<file path="config.mk">
export PLATFORM = sky130hd
export DESIGN_NAME = pixfix_top
export DESIGN_NICKNAME = d
export VERILOG_FILES = /design/src/rtl/pixfix_pkg.sv /design/src/rtl/pixfix_datapath.sv /design/src/rtl/pixfix_ctrl.sv /design/src/rtl/pixfix_top.sv
export SDC_FILE = /design/constraint.sdc
export NUM_CORES = 1
export LEC_CHECK = 0
export ABC_AREA = 1
export BUFFER_PORTS_ARGS = -buffer_cell sky130_fd_sc_hd__buf_2
export CAP_MARGIN = 5
export CELL_PAD_IN_SITES_DETAIL_PLACEMENT = 1
export CELL_PAD_IN_SITES_GLOBAL_PLACEMENT = 1
export CORE_AREA = 8 8 249 251
export DETAILED_ROUTE_END_ITERATION = 8
export DIE_AREA = 0 0 257 259
export GPL_TIMING_DRIVEN = 1
export PLACE_DENSITY = 0.57
export SYNTH_ARGS = -nofsm -noshare
export SYNTH_HDL_FRONTEND = slang
export SYNTH_SLANG_ARGS = --single-unit
export TNS_END_PERCENT = 20
</file>
<file path="constraint.sdc">
create_clock -name clk -period 3.25 [get_ports clk]
set_input_delay 0 -clock clk [delete_from_list [all_inputs] [get_ports clk]]
set_output_delay 0 -clock clk [all_outputs]
set_load 0.05 [all_outputs]
</file>
<file path="src/rtl/pixfix_pkg.sv">
package pixfix_pkg;
  localparam int COORD_W = 16;

  // strobes from control to datapath
  typedef struct packed {
    logic fixPixel;
  } ctrlStrobeT;

  // pixel at the repair point, seen by control
  typedef struct packed {
    logic               valid;
    logic               frameEnd;
    logic [COORD_W-1:0] row;
    logic [COORD_W-1:0] col;
  } centreInfoT;
endpackage

</file>
<file path="src/rtl/pixfix_datapath.sv">
module pixfix_datapath
  import pixfix_pkg::*;
#(
  parameter int PIX_W = 10
) (
  input  logic             clk,
  input  logic             rstN,
  input  logic             inValid,
  input  logic [PIX_W-1:0] inPix,
  input  logic             inFrameStart,
  input  logic             inLineStart,
  input  logic             inLineEnd,
  input  logic             inFrameEnd,
  input  ctrlStrobeT       strobe,
  output centreInfoT       centre,
  output logic             outValid,
  output logic [PIX_W-1:0] outPix,
  output logic             outFrameStart,
  output logic             outLineStart,
  output logic             outLineEnd,
  output logic             outFrameEnd
);
  localparam int RIGHT_REACH = 2;  // register stages up to the repair point
  localparam int LEFT_REACH  = 2;  // history behind the repair point

  typedef struct packed {
    logic               valid;
    logic               fs;
    logic               ls;
    logic               le;
    logic               fe;
    logic [COORD_W-1:0] row;
    logic [COORD_W-1:0] col;
    logic [PIX_W-1:0]   pix;
  } stageT;

  logic [COORD_W-1:0] rowReg, colReg, curRow, curCol;
  stageT              stage   [RIGHT_REACH];
  logic [PIX_W-1:0]   leftTap [LEFT_REACH];
  stageT              mid;
  logic               hasLeft, hasRight;
  logic [PIX_W:0]     pairSum;
  logic [PIX_W-1:0]   fixedPix;

  always_comb begin
    curCol = inLineStart ? '0 : colReg;
    if (inFrameStart)     curRow = '0;
    else if (inLineStart) curRow = rowReg + COORD_W'(1);
    else                  curRow = rowReg;
  end

  always_ff @(posedge clk or negedge rstN) begin
    if (!rstN) begin
      rowReg <= '0;
      colReg <= '0;
    end else if (inValid) begin
      rowReg <= curRow;
      colReg <= curCol + COORD_W'(1);
    end
  end

  always_ff @(posedge clk or negedge rstN) begin
    if (!rstN) begin
      for (int i = 0; i < RIGHT_REACH; i++) stage[i] <= '0;
      for (int i = 0; i < LEFT_REACH; i++)  leftTap[i] <= '0;
    end else begin
      stage[0] <= '{valid: inValid, fs: inFrameStart, ls: inLineStart, le: inLineEnd,
                    fe: inFrameEnd, row: curRow, col: curCol, pix: inPix};
      for (int i = 1; i < RIGHT_REACH; i++) stage[i] <= stage[i-1];
      leftTap[0] <= stage[RIGHT_REACH-1].pix;
      for (int i = 1; i < LEFT_REACH; i++) leftTap[i] <= leftTap[i-1];
    end
  end

  assign mid = stage[RIGHT_REACH-1];

  always_comb begin
    hasLeft  = mid.col >= COORD_W'(LEFT_REACH);
    hasRight = !mid.le && !stage[0].le && stage[0].valid && inValid;
    pairSum  = {1'b0, leftTap[LEFT_REACH-1]} + {1'b0, inPix};
    case ({hasLeft, hasRight})
      2'b11:   fixedPix = pairSum[PIX_W:1];
      2'b10:   fixedPix = leftTap[LEFT_REACH-1];
      2'b01:   fixedPix = inPix;
      default: fixedPix = mid.pix;
    endcase
  end

  assign centre = '{valid: mid.valid, frameEnd: mid.fe, row: mid.row, col: mid.col};

  always_ff @(posedge clk or negedge rstN) begin
    if (!rstN) begin
      outValid      <= 1'b0;
      outPix        <= '0;
      outFrameStart <= 1'b0;
      outLineStart  <= 1'b0;
      outLineEnd    <= 1'b0;
      outFrameEnd   <= 1'b0;
    end else begin
      outValid      <= mid.valid;
      outPix        <= strobe.fixPixel ? fixedPix : mid.pix;
      outFrameStart <= mid.fs;
      outLineStart  <= mid.ls;
      outLineEnd    <= mid.le;
      outFrameEnd   <= mid.fe;
    end
  end
endmodule

</file>
<file path="src/rtl/pixfix_ctrl.sv">
module pixfix_ctrl
  import pixfix_pkg::*;
#(
  parameter int ADDR_W = 32,
  parameter int CNT_W  = 15,
  parameter int DEPTH  = 4
) (
  input  logic              clk,
  input  logic              rstN,
  input  logic              cfgEnable,
  input  logic [CNT_W-1:0]  cfgCount,
  input  logic [ADDR_W-1:0] cfgBase,
  output logic              rdReq,
  output logic [ADDR_W-1:0] rdAddr,
  input  logic              rdReady,
  input  logic              rdValid,
  input  logic [31:0]       rdData,
  input  centreInfoT        centre,
  output ctrlStrobeT        strobe,
  output logic              errStatus
);
  localparam int PTR_W = (DEPTH > 1) ? $clog2(DEPTH) : 1;
  localparam int LVL_W = $clog2(DEPTH + 1);
  localparam logic [ADDR_W-1:0] ALIGN_MASK = ~ADDR_W'(63);

  logic [31:0]       fifoMem [DEPTH];
  logic [PTR_W-1:0]  wrPtr, rdPtr;
  logic [LVL_W-1:0]  fifoCount, inflight;
  logic [LVL_W:0]    level;
  logic [CNT_W-1:0]  reqLeft, useLeft;
  logic [ADDR_W-1:0] addrReg;
  logic              frameOn, errFlag, armPending;
  logic [31:0]       head;
  logic              live, headHit, starve, accept, frameDone, armNow;

  function automatic logic [PTR_W-1:0] stepPtr(input logic [PTR_W-1:0] p);
    return (p == PTR_W'(DEPTH - 1)) ? '0 : p + PTR_W'(1);
  endfunction

  always_comb begin
    head      = fifoMem[rdPtr];
    live      = centre.valid && frameOn && !errFlag;
    headHit   = live && (fifoCount != '0) &&
                (head[31:16] == centre.row) && (head[15:0] == centre.col);
    starve    = live && (useLeft != '0) && (fifoCount == '0);
    level     = {1'b0, fifoCount} + {1'b0, inflight};
    rdReq     = (reqLeft != '0) && (level < (LVL_W+1)'(DEPTH)) && !armPending && !errFlag;
    accept    = rdReq && rdReady;
    frameDone = centre.valid && centre.frameEnd;
    armNow    = armPending && (inflight == '0) && !rdValid;
  end

  assign rdAddr          = addrReg;
  assign errStatus       = errFlag;
  assign strobe.fixPixel = headHit;

  always_ff @(posedge clk) begin
    if (rdValid) fifoMem[wrPtr] <= rdData;
  end

  always_ff @(posedge clk or negedge rstN) begin
    if (!rstN) begin
      wrPtr      <= '0;
      rdPtr      <= '0;
      fifoCount  <= '0;
      inflight   <= '0;
      reqLeft    <= '0;
      useLeft    <= '0;
      addrReg    <= '0;
      frameOn    <= 1'b0;
      errFlag    <= 1'b0;
      armPending <= 1'b1;
    end else begin
      inflight <= inflight + LVL_W'(accept) - LVL_W'(rdValid);
      errFlag  <= frameDone ? 1'b0 : (errFlag | starve);
      if (armNow) begin
        wrPtr      <= '0;
        rdPtr      <= '0;
        fifoCount  <= '0;
        reqLeft    <= cfgEnable ? cfgCount : '0;
        useLeft    <= cfgEnable ? cfgCount : '0;
        addrReg    <= cfgBase & ALIGN_MASK;
        frameOn    <= cfgEnable;
        armPending <= 1'b0;
      end else begin
        if (rdValid) wrPtr <= stepPtr(wrPtr);
        if (headHit) rdPtr <= stepPtr(rdPtr);
        fifoCount <= fifoCount + LVL_W'(rdValid) - LVL_W'(headHit);
        if (starve)      reqLeft <= '0;
        else if (accept) reqLeft <= reqLeft - CNT_W'(1);
        if (accept)  addrReg <= addrReg + ADDR_W'(4);
        if (headHit) useLeft <= useLeft - CNT_W'(1);
        if (frameDone) begin
          armPending <= 1'b1;
          frameOn    <= 1'b0;
        end
      end
    end
  end
endmodule

</file>
<file path="src/rtl/pixfix_top.sv">
module pixfix_top
  import pixfix_pkg::*;
#(
  parameter int PIX_W  = 10,
  parameter int ADDR_W = 32,
  parameter int CNT_W  = 15,
  parameter int DEPTH  = 4
) (
  input  logic              clk,
  input  logic              rstN,
  input  logic              cfgEnable,
  input  logic [CNT_W-1:0]  cfgCount,
  input  logic [ADDR_W-1:0] cfgBase,
  input  logic              inValid,
  input  logic [PIX_W-1:0]  inPix,
  input  logic              inFrameStart,
  input  logic              inLineStart,
  input  logic              inLineEnd,
  input  logic              inFrameEnd,
  output logic              rdReq,
  output logic [ADDR_W-1:0] rdAddr,
  input  logic              rdReady,
  input  logic              rdValid,
  input  logic [31:0]       rdData,
  output logic              outValid,
  output logic [PIX_W-1:0]  outPix,
  output logic              outFrameStart,
  output logic              outLineStart,
  output logic              outLineEnd,
  output logic              outFrameEnd,
  output logic              errStatus
);
  ctrlStrobeT strobe;
  centreInfoT centre;

  pixfix_ctrl #(.ADDR_W(ADDR_W), .CNT_W(CNT_W), .DEPTH(DEPTH)) uCtrl (
    .clk(clk), .rstN(rstN), .cfgEnable(cfgEnable), .cfgCount(cfgCount), .cfgBase(cfgBase),
    .rdReq(rdReq), .rdAddr(rdAddr), .rdReady(rdReady), .rdValid(rdValid), .rdData(rdData),
    .centre(centre), .strobe(strobe), .errStatus(errStatus)
  );

  pixfix_datapath #(.PIX_W(PIX_W)) uPath (
    .clk(clk), .rstN(rstN), .inValid(inValid), .inPix(inPix),
    .inFrameStart(inFrameStart), .inLineStart(inLineStart),
    .inLineEnd(inLineEnd), .inFrameEnd(inFrameEnd),
    .strobe(strobe), .centre(centre),
    .outValid(outValid), .outPix(outPix), .outFrameStart(outFrameStart),
    .outLineStart(outLineStart), .outLineEnd(outLineEnd), .outFrameEnd(outFrameEnd)
  );
endmodule

</file>
==> results.md <==
- Top cell by count, worst path: nand2_1
- Post-route minimum period: 3020 ps
- Ports: 148
- Min-Delay Path Class: primary input to async pin
- CORE AREA: 0.0582 mm^2
- EDFF count, synth: 128
- Cell leakage power: 9.50 nW
- Yosys cell types: 45
- Critical Path End Type: flip-flop
- Compound-Gate Fraction of Synth Area: 0.0558
- Syn Inst Count: 1848
- Top post-synthesis cells by area: dfrtp_1 (35%), edfxtp_1 (23%), nand2_1 (13%)
- Die span in y: 259 um
- Setup TNS: 0 ps
- DRC: 0
- Clk slew on worst S/H paths: 60 ps
- Simple-gate share of the synthesized area: 0.259
- Yosys warnings: 0
- Most used DFF post-synth: dfrtp_1
- Synth Area in XOR/XNOR: 0.0221
- Met2 Use GR: 0.255
- Diodes inserted: 0
- Largest buffer count on any clock path: 3
- Worst skew pair latency: 570 ps
- R2r setup slk: 230 ps
- Global placement routability congestion: 0.808
- Max Clk Rate: 332 MHz
- GRT Util Overall: 0.149
- Htree depth: 2
- Dominant delay contributor by cell family on the critical path: simple AND/OR/NAND/NOR gates
- Wirelength per Cell: 17.2 um
- Design Area, Final: 0.0207 mm^2
- RSZ-0062 raised after global routing: true
- Vias: 13.5k
- Arr. time, crit path: 3450 ps
- First-pass GRT wire length: 80200 um
- Largest family of logic cells by synthesized area: simple AND/OR/NAND/NOR gates
- Crit-path cells: inv_2 > buf_12 > nand2_1 > nand3_1 > nand2_1 > nand2_1 > nand2_1 > nor2_1 > nand4_1 > nor3_1 > nand4_1 > nor2_1 > buf_4 > ha_1 > inv_1 > ha_1 > fa_1 > xor2_1 > nor2_1
- TritonCTS clock tree: yes
- Max FO, Critical Path: 36
- Vias in the first global route: 14.6k
- Pre-CTS WS: 222 ps
- Buffers on Ports: 139
- Crit path kind: flip-flop to flip-flop
- Setup slack after layout: 235 ps
- Post-synth top area share: 0.350
- FP Rows: 89
- Pwr dens: 708 mW/mm^2
- Post-synthesis sequential area ratio: 0.583
- Num CTS Buffers: 44
- Slew margin rel.: 0.512
- Synthesis-to-finish area growth: 24.6%
- Die Footprint: 0.0666 mm^2
- CP required: 3680 ps
- Yosys top cell by area: dfrtp_1
- Buf/Inv on CP: 4
- GR met3 Demand/Resource: 0.0296
- CTS Root Cell: clkbuf_16
- Number of synthesized register bits: 362
- Grt met1 use: 0.189
- Chip width: 257 um
- Initial antenna violation count: 1
- Final Hold Vio Count: 0
- Post-Synth Adder-Cell Area: 0.0224
- Vias per inst: 4.64
- Max-cap violation count: 0
- Slew @ Worst Pin: 731 ps
- Layout cells sized above 1: 0.123
- DR iter-0 viols: 644
- Worst setup SP type: flip-flop
- Filler instances: 6759
- Setup violators final: 0
- Syn_area_per_cell: 9.01 um^2
- Slew Viols, Final: 0
- Antenna viol nets, final: 0
- Mapped Area: 0.0166 mm^2
- Final Cycle Share: 0.928
- Worst path slowest cell: dfrtp_2
- Status: completed
- Clock skew: 13.4 ps
- CP max stage delay: 440 ps
- Pre-antenna DRT Iters: 4
- Grt ovf: 0
- Final net count: 2240
- DP Area: 0.0184 mm^2
- Post-synthesis mux area share: 0.00128
- Most used routing layer: met2
- DP HPWL: 35100 um
- Initial Utilization: 0.286
- Total Routed Length: 50100 um
- Largest net degree at the start of global routing: 84
- Clock sink count: 362
- Synth async-reset ratio: 0.646
- Worst-case vdd ir drop: 0.000334 V
==> cells in the final DEF (no fill, tap or decap), types with 3 or more instances in the layout <==
| cell type | n |
|---|---|
| clkinv_2 | 7 |
| nand4_1 | 39 |
| nor4_1 | 9 |
| a31oi_1 | 9 |
| and3_1 | 3 |
| dfrtp_1 | 232 |
| xnor2_1 | 12 |
| clkbuf_8 | 3 |
| buf_4 | 30 |
| o22ai_1 | 5 |
| nand3b_1 | 15 |
| inv_2 | 4 |
| a21oi_1 | 31 |
| o211ai_1 | 10 |
| a22oi_1 | 3 |
| edfxtp_1 | 128 |
| inv_1 | 172 |
| or2_2 | 11 |
| clkinv_1 | 7 |
| buf_2 | 138 |
| nor2_2 | 4 |
| xor2_1 | 30 |
| nor3_1 | 29 |
| dlygate4sd3_1 | 95 |
| clkbuf_1 | 14 |
| fa_1 | 3 |
| nand2_1 | 578 |
| nand3_1 | 168 |
| buf_12 | 6 |
| clkbuf_16 | 45 |
| ha_1 | 25 |
| nor2_1 | 146 |
| and2_1 | 4 |
| o21ai_0 | 105 |
==> worst paths after layout <==
kind,from,to,cells past startpoint
worst max register to register,uCtrl.rdPtr[0]$_DFFE_PN0P_,uCtrl.fifoCount[2]$_DFF_PN0_,19
max in group asynchronous,rstN,uPath.mid[43]$_DFF_PN0_,3
worst max-delay path,uCtrl.rdPtr[0]$_DFFE_PN0P_,uCtrl.fifoCount[2]$_DFF_PN0_,19
worst min register to register,uPath.stage[59]$_DFF_PN0_,uPath.centre[2]$_DFF_PN0_,0
worst min-delay path,rstN,uCtrl.rdAddr[17]$_DFFE_PN0P_,2
min in group clk,inFrameEnd,uPath.stage[89]$_DFF_PN0_,2
==> cells by family (layout without fill, tap and decap cells) <==
| logic type | count (synthesis) | after routing |
|---|---|---|
| muxes | 2 | 2 |
| xor gates and xnor gates | 42 | 42 |
| buffers and inverters | 229 | 528 |
| and+or+nand+nor | 1013 | 1013 |
| AOI/OAI and AO/OA | 171 | 171 |
| adders and majority gates | 28 | 28 |
| DFF | 362 | 362 |
| other | 1 | 2 |
==> cells in the mapped netlist (2+ instances only) <==
| master | n |
|---|---|
| buf_1 | 4 |
| o2111ai_1 | 2 |
| o31ai_1 | 2 |
| o211ai_1 | 10 |
| xnor2_1 | 12 |
| o22ai_1 | 5 |
| nand4_1 | 39 |
| clkbuf_1 | 19 |
| nand3b_1 | 15 |
| buf_4 | 7 |
| ha_1 | 25 |
| nor3_1 | 29 |
| inv_2 | 3 |
| xor2_1 | 30 |
| a22oi_1 | 3 |
| nor4_1 | 10 |
| and2_1 | 4 |
| or2_2 | 11 |
| edfxtp_1 | 128 |
| buf_6 | 4 |
| and3_1 | 3 |
| fa_1 | 3 |
| inv_1 | 173 |
| a31oi_1 | 9 |
| dfrtp_1 | 233 |
| nor2_1 | 148 |
| nand3_1 | 169 |
| nor2_2 | 3 |
| nand2_1 | 578 |
| a21oi_1 | 31 |
| o21ai_0 | 105 |
| buf_2 | 18 |
==> registers in the layout, summed over array words and instances (netlist names), 10 cells and up <==
signal         cells
uCtrl.fifoMem    128
uPath.stage       47
uPath.centre      34
uCtrl.rdAddr      30
uPath.leftTap     20
uPath.colReg      16
uPath.rowReg      16
uCtrl.reqLeft     15
uCtrl.useLeft     15
uPath.mid         13
uPath.outPix      10
==> through the flow <==
step / cells / hold WS (ps) / total power [mW] / util
final: 2921 / 6.01 / 14.7 / 0.356
after global routing: 2921 / 40.9 / 15.7 / 0.356
after CTS: 2920 / 27.3 / 14.9 / 0.356
after detailed placement: 2744 / 68.7 / 9.97 / 0.316
after global placement: 2744 / 77.0 / 9.84 / 0.316
after floorplan: 1849 / -296 / 8.72 / -
==> what timing repair did <==
action / in CTS / in global routing
hold buffers: 95 / 0
endpoints found under the setup margin: 0 / 4
resized for setup: 0 / 4
setup buffers: 0 / 1
hold endpoints to repair: 316 / 0
==> layer usage <==
| metal | vias up | part of all wire |
|---|---|---|
| met1 | 6677 | 0.45 |
| met4 | 2 | 0.025 |
| met3 | 77 | 0.037 |
| met5 | - | 0.00026 |
| li1 | 6598 | - |
| met2 | 190 | 0.49 |
==> worst register-to-register path, cell delays in order (launching register included) <==
cell	delay, ps
dfrtp_2	440
inv_2	110
buf_12	200
nand2_1	120
nand3_1	100
nand2_1	60
nand2_1	110
nand2_1	80
nor2_1	90
nand4_1	110
nor3_1	150
nand4_1	110
nor2_1	110
buf_4	130
ha_1	110
inv_1	40
ha_1	190
fa_1	400
xor2_1	180
nor2_1	50
==> power by group <==
| part | internal (mW) | switching, mW | total (mW) |
|---|---|---|---|
| Clock | 2.77 | 1.93 | 4.70 |
| Sequential | 5.54 | 0.572 | 6.11 |
| Combinational | 1.23 | 2.66 | 3.89 |
==> area by class of cell <==
cell class | instances | area, um^2 | share of cell area
Tap cell | 773 | 967 | 0.0466
Timing Repair Buffer | 270 | 2000 | 0.0965
Clock buffer | 62 | 1220 | 0.0588
Clock inverter | 19 | 151 | 0.00730
Multi-Input combinational cell | 1258 | 6030 | 0.291
Inverter | 177 | 664 | 0.0320
Sequential cell | 362 | 9700 | 0.468
No activity file was read; power rests on OpenSTA's default activity.
